## src/rtl/evt_wake_pkg.sv

```systemverilog
package evt_wake_pkg;

  localparam int VEC_W = 16;

  typedef enum logic [1:0] {
    OP_NONE  = 2'b00,
    OP_WAIT0 = 2'b01,
    OP_WAIT1 = 2'b10,
    OP_SLEEP = 2'b11
  } cmd_op_e;

  typedef enum logic [2:0] {
    ST_BOOT,
    ST_IDLE,
    ST_WAIT,
    ST_SLEEP,
    ST_RELEASE,
    ST_RESUME
  } ctl_state_e;

  // handler address: table base plus entry index
  function automatic logic [VEC_W-1:0] vec_target(input logic [VEC_W-1:0] base,
                                                  input int unsigned idx);
    return base + VEC_W'(idx);
  endfunction

endpackage

```

## src/rtl/evt_sync.sv

```systemverilog
module evt_sync #(
  parameter int WIDTH  = 8,
  parameter int STAGES = 2
) (
  input  logic             clk,
  input  logic             rst_n,
  input  logic [WIDTH-1:0] async_i,
  output logic [WIDTH-1:0] sync_o
);

  logic [WIDTH-1:0] stage_q [STAGES];

  always_ff @(posedge clk or negedge rst_n) begin
    if (!rst_n) stage_q[0] <= '0;
    else        stage_q[0] <= async_i;
  end

  for (genvar s = 1; s < STAGES; s++) begin : g_stage
    always_ff @(posedge clk or negedge rst_n) begin
      if (!rst_n) stage_q[s] <= '0;
      else        stage_q[s] <= stage_q[s-1];
    end
  end

  assign sync_o = stage_q[STAGES-1];

endmodule

```

## src/rtl/wake_arbiter.sv

```systemverilog
module wake_arbiter #(
  parameter int NUM_WAKE = 4,
  localparam int IDX_W   = $clog2(NUM_WAKE + 1)
) (
  input  logic                clk,
  input  logic                rst_n,
  input  logic [NUM_WAKE-1:0] pend_i,
  output logic [NUM_WAKE-1:0] grant_o,
  output logic                any_o,
  output logic [IDX_W-1:0]    idx_o
);

  // lower_hit[i]: some source below i is pending
  logic [NUM_WAKE:0] lower_hit;
  assign lower_hit[0] = 1'b0;

  for (genvar i = 0; i < NUM_WAKE; i++) begin : g_prio
    assign grant_o[i]     = pend_i[i] & ~lower_hit[i];
    assign lower_hit[i+1] = lower_hit[i] | pend_i[i];
  end

  assign any_o = lower_hit[NUM_WAKE];

  always_comb begin
    idx_o = '0;
    for (int i = NUM_WAKE - 1; i >= 0; i--) begin
      if (pend_i[i]) idx_o = IDX_W'(i + 1);
    end
  end

  assert_grant_single_R8: assert property (@(posedge clk) disable iff (!rst_n)
    any_o |-> $countones(grant_o) == 1);
  assert_grant_quiet_R8: assert property (@(posedge clk) disable iff (!rst_n)
    !any_o |-> $onehot0(grant_o) && idx_o == '0);

endmodule

```

## src/rtl/evt_wake_fsm.sv

```systemverilog
module evt_wake_fsm
  import evt_wake_pkg::*;
#(
  parameter int NUM_EVT  = 8,
  parameter int NUM_WAKE = 4,
  localparam int SEL_W   = $clog2(NUM_EVT),
  localparam int IDX_W   = $clog2(NUM_WAKE + 1)
) (
  input  logic                clk,
  input  logic                rst_n,
  input  logic [NUM_EVT-1:0]  evt_s_i,
  input  logic                cmd_valid_i,
  input  logic [1:0]          cmd_op_i,
  input  logic [SEL_W-1:0]    cmd_evt_sel_i,
  input  logic [NUM_WAKE-1:0] cmd_wake_mask_i,
  input  logic                core_ready_i,
  input  logic                wake_any_i,
  input  logic [IDX_W-1:0]    wake_idx_i,
  output logic [NUM_WAKE-1:0] arm_mask_o,
  output logic                clk_en_o,
  output logic                resume_o,
  output logic                use_vec_o,
  output logic [IDX_W-1:0]    vec_idx_o,
  output logic                sleep_err_o
);

  ctl_state_e          state_q, state_d;
  logic [SEL_W-1:0]    sel_q, sel_d;
  logic                lvl_q, lvl_d;
  logic [NUM_WAKE-1:0] mask_q, mask_d;
  logic [IDX_W-1:0]    idx_q, idx_d;
  logic                usevec_q, usevec_d;
  logic                err_q, err_d;

  // named events for the assertions
  logic cmd_take, wait_cmd, cmd_level, wait_met, sleep_bad;

  assign cmd_take  = cmd_valid_i && (state_q == ST_IDLE);
  assign wait_cmd  = (cmd_op_i == OP_WAIT0) || (cmd_op_i == OP_WAIT1);
  assign cmd_level = (cmd_op_i == OP_WAIT1);
  assign wait_met  = (evt_s_i[sel_q] == lvl_q);
  assign sleep_bad = cmd_take && (cmd_op_i == OP_SLEEP) && (cmd_wake_mask_i == '0);

  always_comb begin
    state_d  = state_q;
    sel_d    = sel_q;
    lvl_d    = lvl_q;
    mask_d   = mask_q;
    idx_d    = idx_q;
    usevec_d = usevec_q;
    err_d    = 1'b0;
    unique case (state_q)
      ST_BOOT: begin
        if (core_ready_i) begin
          idx_d    = '0;
          usevec_d = 1'b1;
          state_d  = ST_RELEASE;
        end
      end
      ST_IDLE: begin
        if (cmd_take && wait_cmd) begin
          sel_d    = cmd_evt_sel_i;
          lvl_d    = cmd_level;
          usevec_d = 1'b0;
          state_d  = (evt_s_i[cmd_evt_sel_i] == cmd_level) ? ST_RESUME : ST_WAIT;
        end else if (cmd_take && cmd_op_i == OP_SLEEP) begin
          if (sleep_bad) begin
            err_d = 1'b1;
          end else begin
            mask_d  = cmd_wake_mask_i;
            state_d = ST_SLEEP;
          end
        end
      end
      ST_WAIT: begin
        if (wait_met) begin
          usevec_d = 1'b0;
          state_d  = ST_RELEASE;
        end
      end
      ST_SLEEP: begin
        if (wake_any_i) begin
          idx_d    = wake_idx_i;
          usevec_d = 1'b1;
          state_d  = ST_RELEASE;
        end
      end
      ST_RELEASE: state_d = ST_RESUME;
      ST_RESUME:  state_d = ST_IDLE;
      default:    state_d = ST_IDLE;
    endcase
  end

  always_ff @(posedge clk or negedge rst_n) begin
    if (!rst_n) begin
      state_q  <= ST_BOOT;
      sel_q    <= '0;
      lvl_q    <= 1'b0;
      mask_q   <= '0;
      idx_q    <= '0;
      usevec_q <= 1'b0;
      err_q    <= 1'b0;
    end else begin
      state_q  <= state_d;
      sel_q    <= sel_d;
      lvl_q    <= lvl_d;
      mask_q   <= mask_d;
      idx_q    <= idx_d;
      usevec_q <= usevec_d;
      err_q    <= err_d;
    end
  end

  assign arm_mask_o  = (state_q == ST_SLEEP) ? mask_q : '0;
  assign clk_en_o    = !(state_q inside {ST_BOOT, ST_WAIT, ST_SLEEP});
  assign resume_o    = (state_q == ST_RESUME);
  assign use_vec_o   = usevec_q;
  assign vec_idx_o   = idx_q;
  assign sleep_err_o = err_q;

  assert_clk_before_resume_R5: assert property (@(posedge clk) disable iff (!rst_n)
    resume_o |-> $past(clk_en_o) && !$past(resume_o));
  assert_resume_single_R5: assert property (@(posedge clk) disable iff (!rst_n)
    resume_o |=> !resume_o);
  assert_gate_entry_R4: assert property (@(posedge clk) disable iff (!rst_n)
    $fell(clk_en_o) |-> $past(cmd_take));
  assert_no_resume_gated_R4: assert property (@(posedge clk) disable iff (!rst_n)
    !clk_en_o |-> !resume_o);
  assert_err_keeps_clock_R7: assert property (@(posedge clk) disable iff (!rst_n)
    sleep_err_o |-> clk_en_o && !resume_o && $past(sleep_bad));
  assert_immediate_wait_R3: assert property (@(posedge clk) disable iff (!rst_n)
    cmd_take && wait_cmd && (evt_s_i[cmd_evt_sel_i] == cmd_level) |=> resume_o && clk_en_o);

endmodule

```

## src/rtl/evt_wake_ctrl.sv

```systemverilog
module evt_wake_ctrl
  import evt_wake_pkg::*;
#(
  parameter int NUM_EVT     = 8,
  parameter int NUM_WAKE    = 4,
  parameter int SYNC_STAGES = 2,
  localparam int SEL_W      = $clog2(NUM_EVT),
  localparam int IDX_W      = $clog2(NUM_WAKE + 1)
) (
  input  logic                clk,
  input  logic                rst_n,
  input  logic [NUM_EVT-1:0]  evt_i,
  input  logic [NUM_WAKE-1:0] wake_i,
  input  logic                cmd_valid_i,
  input  logic [1:0]          cmd_op_i,
  input  logic [SEL_W-1:0]    cmd_evt_sel_i,
  input  logic [NUM_WAKE-1:0] cmd_wake_mask_i,
  input  logic [VEC_W-1:0]    vec_base_i,
  input  logic                core_ready_i,
  output logic                clk_en_o,
  output logic                resume_o,
  output logic                vec_valid_o,
  output logic [VEC_W-1:0]    vec_addr_o,
  output logic                sleep_err_o
);

  logic [NUM_EVT-1:0]  evt_s;
  logic [NUM_WAKE-1:0] wake_s, arm_mask, wake_pend, wake_grant;
  logic                wake_any, use_vec;
  logic [IDX_W-1:0]    wake_idx, vec_idx;

  evt_sync #(.WIDTH(NUM_EVT), .STAGES(SYNC_STAGES)) u_evt_sync (
    .clk(clk), .rst_n(rst_n), .async_i(evt_i), .sync_o(evt_s));

  evt_sync #(.WIDTH(NUM_WAKE), .STAGES(SYNC_STAGES)) u_wake_sync (
    .clk(clk), .rst_n(rst_n), .async_i(wake_i), .sync_o(wake_s));

  assign wake_pend = wake_s & arm_mask;

  wake_arbiter #(.NUM_WAKE(NUM_WAKE)) u_arb (
    .clk(clk), .rst_n(rst_n), .pend_i(wake_pend),
    .grant_o(wake_grant), .any_o(wake_any), .idx_o(wake_idx));

  evt_wake_fsm #(.NUM_EVT(NUM_EVT), .NUM_WAKE(NUM_WAKE)) u_fsm (
    .clk(clk), .rst_n(rst_n), .evt_s_i(evt_s),
    .cmd_valid_i(cmd_valid_i), .cmd_op_i(cmd_op_i),
    .cmd_evt_sel_i(cmd_evt_sel_i), .cmd_wake_mask_i(cmd_wake_mask_i),
    .core_ready_i(core_ready_i), .wake_any_i(wake_any), .wake_idx_i(wake_idx),
    .arm_mask_o(arm_mask), .clk_en_o(clk_en_o), .resume_o(resume_o),
    .use_vec_o(use_vec), .vec_idx_o(vec_idx), .sleep_err_o(sleep_err_o));

  assign vec_valid_o = resume_o && use_vec;
  assign vec_addr_o  = vec_target(vec_base_i, int'(vec_idx));

  assert_vec_with_resume_R8: assert property (@(posedge clk) disable iff (!rst_n)
    vec_valid_o |-> resume_o);
  assert_wake_only_armed_R6: assert property (@(posedge clk) disable iff (!rst_n)
    (wake_grant & ~arm_mask) == '0);

endmodule

```

## config.mk

```make
export PLATFORM = sky130hd
export DESIGN_NAME = evt_wake_ctrl
export DESIGN_NICKNAME = d
export VERILOG_FILES = /design/src/rtl/evt_wake_pkg.sv /design/src/rtl/evt_sync.sv /design/src/rtl/wake_arbiter.sv /design/src/rtl/evt_wake_fsm.sv /design/src/rtl/evt_wake_ctrl.sv
export SDC_FILE = /design/constraint.sdc
export NUM_CORES = 1
export LEC_CHECK = 0
export ABC_CLOCK_PERIOD_IN_PS = 5500
export CAP_MARGIN = 15
export CORE_MARGIN = 2
export CORE_UTILIZATION = 60
export DETAILED_ROUTE_END_ITERATION = 6
export DONT_BUFFER_PORTS = 1
export PLACE_DENSITY = 0.76
export SYNTH_ARGS = -nofsm -noshare
export SYNTH_HDL_FRONTEND = slang
export SYNTH_SLANG_ARGS = --single-unit
```

## constraint.sdc

```tcl
create_clock -name clk -period 5.5 [get_ports clk]
set_input_delay 1.65 -clock clk [delete_from_list [all_inputs] [get_ports clk]]
set_output_delay 1.65 -clock clk [all_outputs]
set_load 0.01 [all_outputs]
```

==> metrics.md <==
| Metric | Value |
|---|---|
| Outcome | finished clean |
| Async SR Flop Fraction | 100% |
| Worst IR Drop VDD | 0.256 mV |
| Syn nets | 204 |
| Number of port buffers | 0 |
| Final Cycle Share | 84.4% |
| TritonCTS clock tree | built |
| First-pass GRT wire length | 4.82 mm |
| CTS Sinks | 40 |
| Die W | 60.5 microns |
| Largest net degree at the start of global routing | 41 |
| Hold_buf cts | 0 |
| Crit path DAT | 2.99 ns |
| GRT Residual Overflow | 0 |
| Register area share after synthesis | 52.3% |
| CORE AREA | 0.00305 sq mm |
| R2r setup slk | 3.27 ns |
| Initial antenna violation count | 0 |
| Gate power share | 33.4% |
| Fin. Hold Viols | 0 |
| Fin Clk Skew | 0.0159 ns |
| Power density cells | 415 mW/mm^2 |
| Cells after Synth | 157 |
| Final WS setup | 0.857 ns |
| Slowest cell on the critical path | or3b_1 |
| CTS Buf Count | 5 |
| Drt drc | 0 |
| Post-Syn Area | 0.00191 sq mm |
| Layout cells sized above 1 | 12.3% |
| Post-synth EDFFs | 0 |
| Finished Cell Area | 0.00201 sq mm |
| Root buf cell | clkbuf_4 |
| Top Family by Delay on Critical Path | simple AND/OR/NAND/NOR gates |
| Distinct cells, synth | 42 |
| Diode count | 0 |
| Pleak | 0.900 nW |
| Count leader, synth | dfrtp_1 |
| Vias | 1,183 |
| Seq pwr share | 49.1% |
| Pre-CTS setup slack | 0.847 ns |
| Initial Util | 62.7% |
| Drt total wl | 3.06 mm |
| Total track usage | 18.2% |
| Post-DP Area | 0.00195 sq mm |
| Post-CTS resize count | 0 |
| Dominant cells by area after synthesis | dfrtp_1, mux2i_1, xor2_1, ha_1, xnor2_1 |
| Placed instance count | 199 |
| Number of nets in the layout | 209 |
| Sw frac | 33.8% |
| Yosys warns | 0 |
| Crit. End Element | primary output |
| Dpl hpwl | 2.42 mm |
| Post-CTS Setup Repair Bufs | 0 |
| Post-synth top area share | 52.3% |
| Buf/Inv on CP | 0 |
| Cell Rows | 20 |
| Worst-path cell chain | ha_1, a21o_1, a21oi_1, or3b_1, nor2_1, xor2_1 |
| Fin. max-slew vios | 0 |
| Clock-pin transition on the worst setup and hold timing paths | 0.11 ns |
| Max Freq | 215 MHz |
| RSZ-0062 raised after global routing | no |
| Setup TNS | 0 ns |
| Routability Congestion | 0.776 |
| WS Path Type | in2out |
| Required time worst endpoint | 3.85 ns |
| Slew @ Worst Pin | 0.463 ns |
| Wire length per cell | 14.8 microns |
| Clock power frac | 17.4% |
| DIE HEIGHT | 60.5 microns |
| Iteration count of the initial detailed-routing pass | 4 |
| Clock Path Buffers | 2 |
| # setup viols final | 0 |
| H-tree levels | 2 |
| Startpoint Class | primary input |
| Hold Path Class | reg2reg |
| CP Max Fanout | 5 |
| Rel. slew slack | 68.9% |
| P&R area growth vs syn | 5.23% |
| Final Non-Filler Cells | 207 |
| Worst-skew pair later-pin latency | 0.33 ns |
| Share of the core filled with cells | 66.0% |
| Top-Level Pins | 61 |
| Hold Slack | 0.345 ns |
| Syn Area/Cell | 12.2 sq um |
| Internal power | 0.554 mW |
| Post-synth top cells | dfrtp_1, nor2_1, nand2_1 |
| DR iter-0 viols | 7 |
| Max cap viols | 0 |
| Final ANT Viol Nets | 0 |
| Vias in the first global route | 1,166 |
| #FFs+latches synth | 40 |
| Die ar. | 0.00366 sq mm |
| Final Total Pwr | 0.836 mW |
| CP max stage delay | 0.45 ns |
| Post-DR vias/cell | 5.71 |
| Top_reg_cell synth | dfrtp_1 |
| Final min period | 4.64 ns |
| Largest area contributor in the netlist | dfrtp_1 |
| Psw | 0.283 mW |
worst paths after layout:
kind                                        start                     to  cells past startpoint
max                                 vec_base_i[1]         vec_addr_o[15]                      6
min                        u_wake_sync.stage_q[5]  u_wake_sync.sync_o[1]                      0
max reg2reg                        u_fsm.sel_q[1]       u_fsm.state_q[1]                      5
min reg2reg                u_wake_sync.stage_q[5]  u_wake_sync.sync_o[1]                      0
max in group asynchronous                   rst_n        u_fsm.mask_q[1]                      0
min in group asynchronous                   rst_n  u_wake_sync.sync_o[1]                      0
per-layer routing:
layer  up-vias  global-route usage (%)  routed length, microns
met5         -                       0                       0
met4         0                    4.66                      13
met3         2                    6.61                     289
met2        55                    33.7                    1550
met1       560                    19.7                    1210
li1        566                       -                       -
flip-flops by register name, indices dropped and copies added, names as in the netlist:
register and cells:
u_evt_sync.stage_q 8, u_evt_sync.sync_o 8, u_fsm.lvl_q 1, u_fsm.mask_q 4, u_fsm.sel_q 3, u_fsm.sleep_err_o 1
u_fsm.state_q 3, u_fsm.use_vec_o 1, u_fsm.vec_idx_o 3, u_wake_sync.stage_q 4, u_wake_sync.sync_o 4
area by class of cell:
| cell class | instances | area (sq um) |
|---|---|---|
| clock inverter | 2 | 10.0 |
| fill | 248 | 1040 |
| multi-input combinational | 109 | 875 |
| inverter | 6 | 22.5 |
| clock buffer | 6 | 51.3 |
| sequential | 40 | 1000 |
| tap | 44 | 55.1 |
power groups by stage:
stage | sequential, mW | clock (mW) | combinational (mW)
after detailed placement | 0.416 | 0 | 0.280
after floorplan | 0.393 | 0 | 0.259
after global routing | 0.420 | 0.166 | 0.309
after CTS | 0.410 | 0.153 | 0.281
final | 0.411 | 0.146 | 0.280
after global placement | 0.411 | 0 | 0.274
layout by cell type (no fill, tap or decap), drive strengths merged, types with 5 or more instances in the layout:
cell type	instances
a21oi	5
clkbuf	6
dfrtp	40
ha	5
inv	6
mux2	9
mux2i	10
nand2	10
nor2	12
xnor2	7
xor2	8
cell families after synthesis:
group	after synthesis	synth area share, %
flops	40	52.3
xor+xnor	15	6.86
simple gates	49	13.7
buf+inv	8	2.03
compound gates	18	7.58
mux	21	13.3
fa+ha+maj	6	4.31
(Power assumes the default switching activity.)
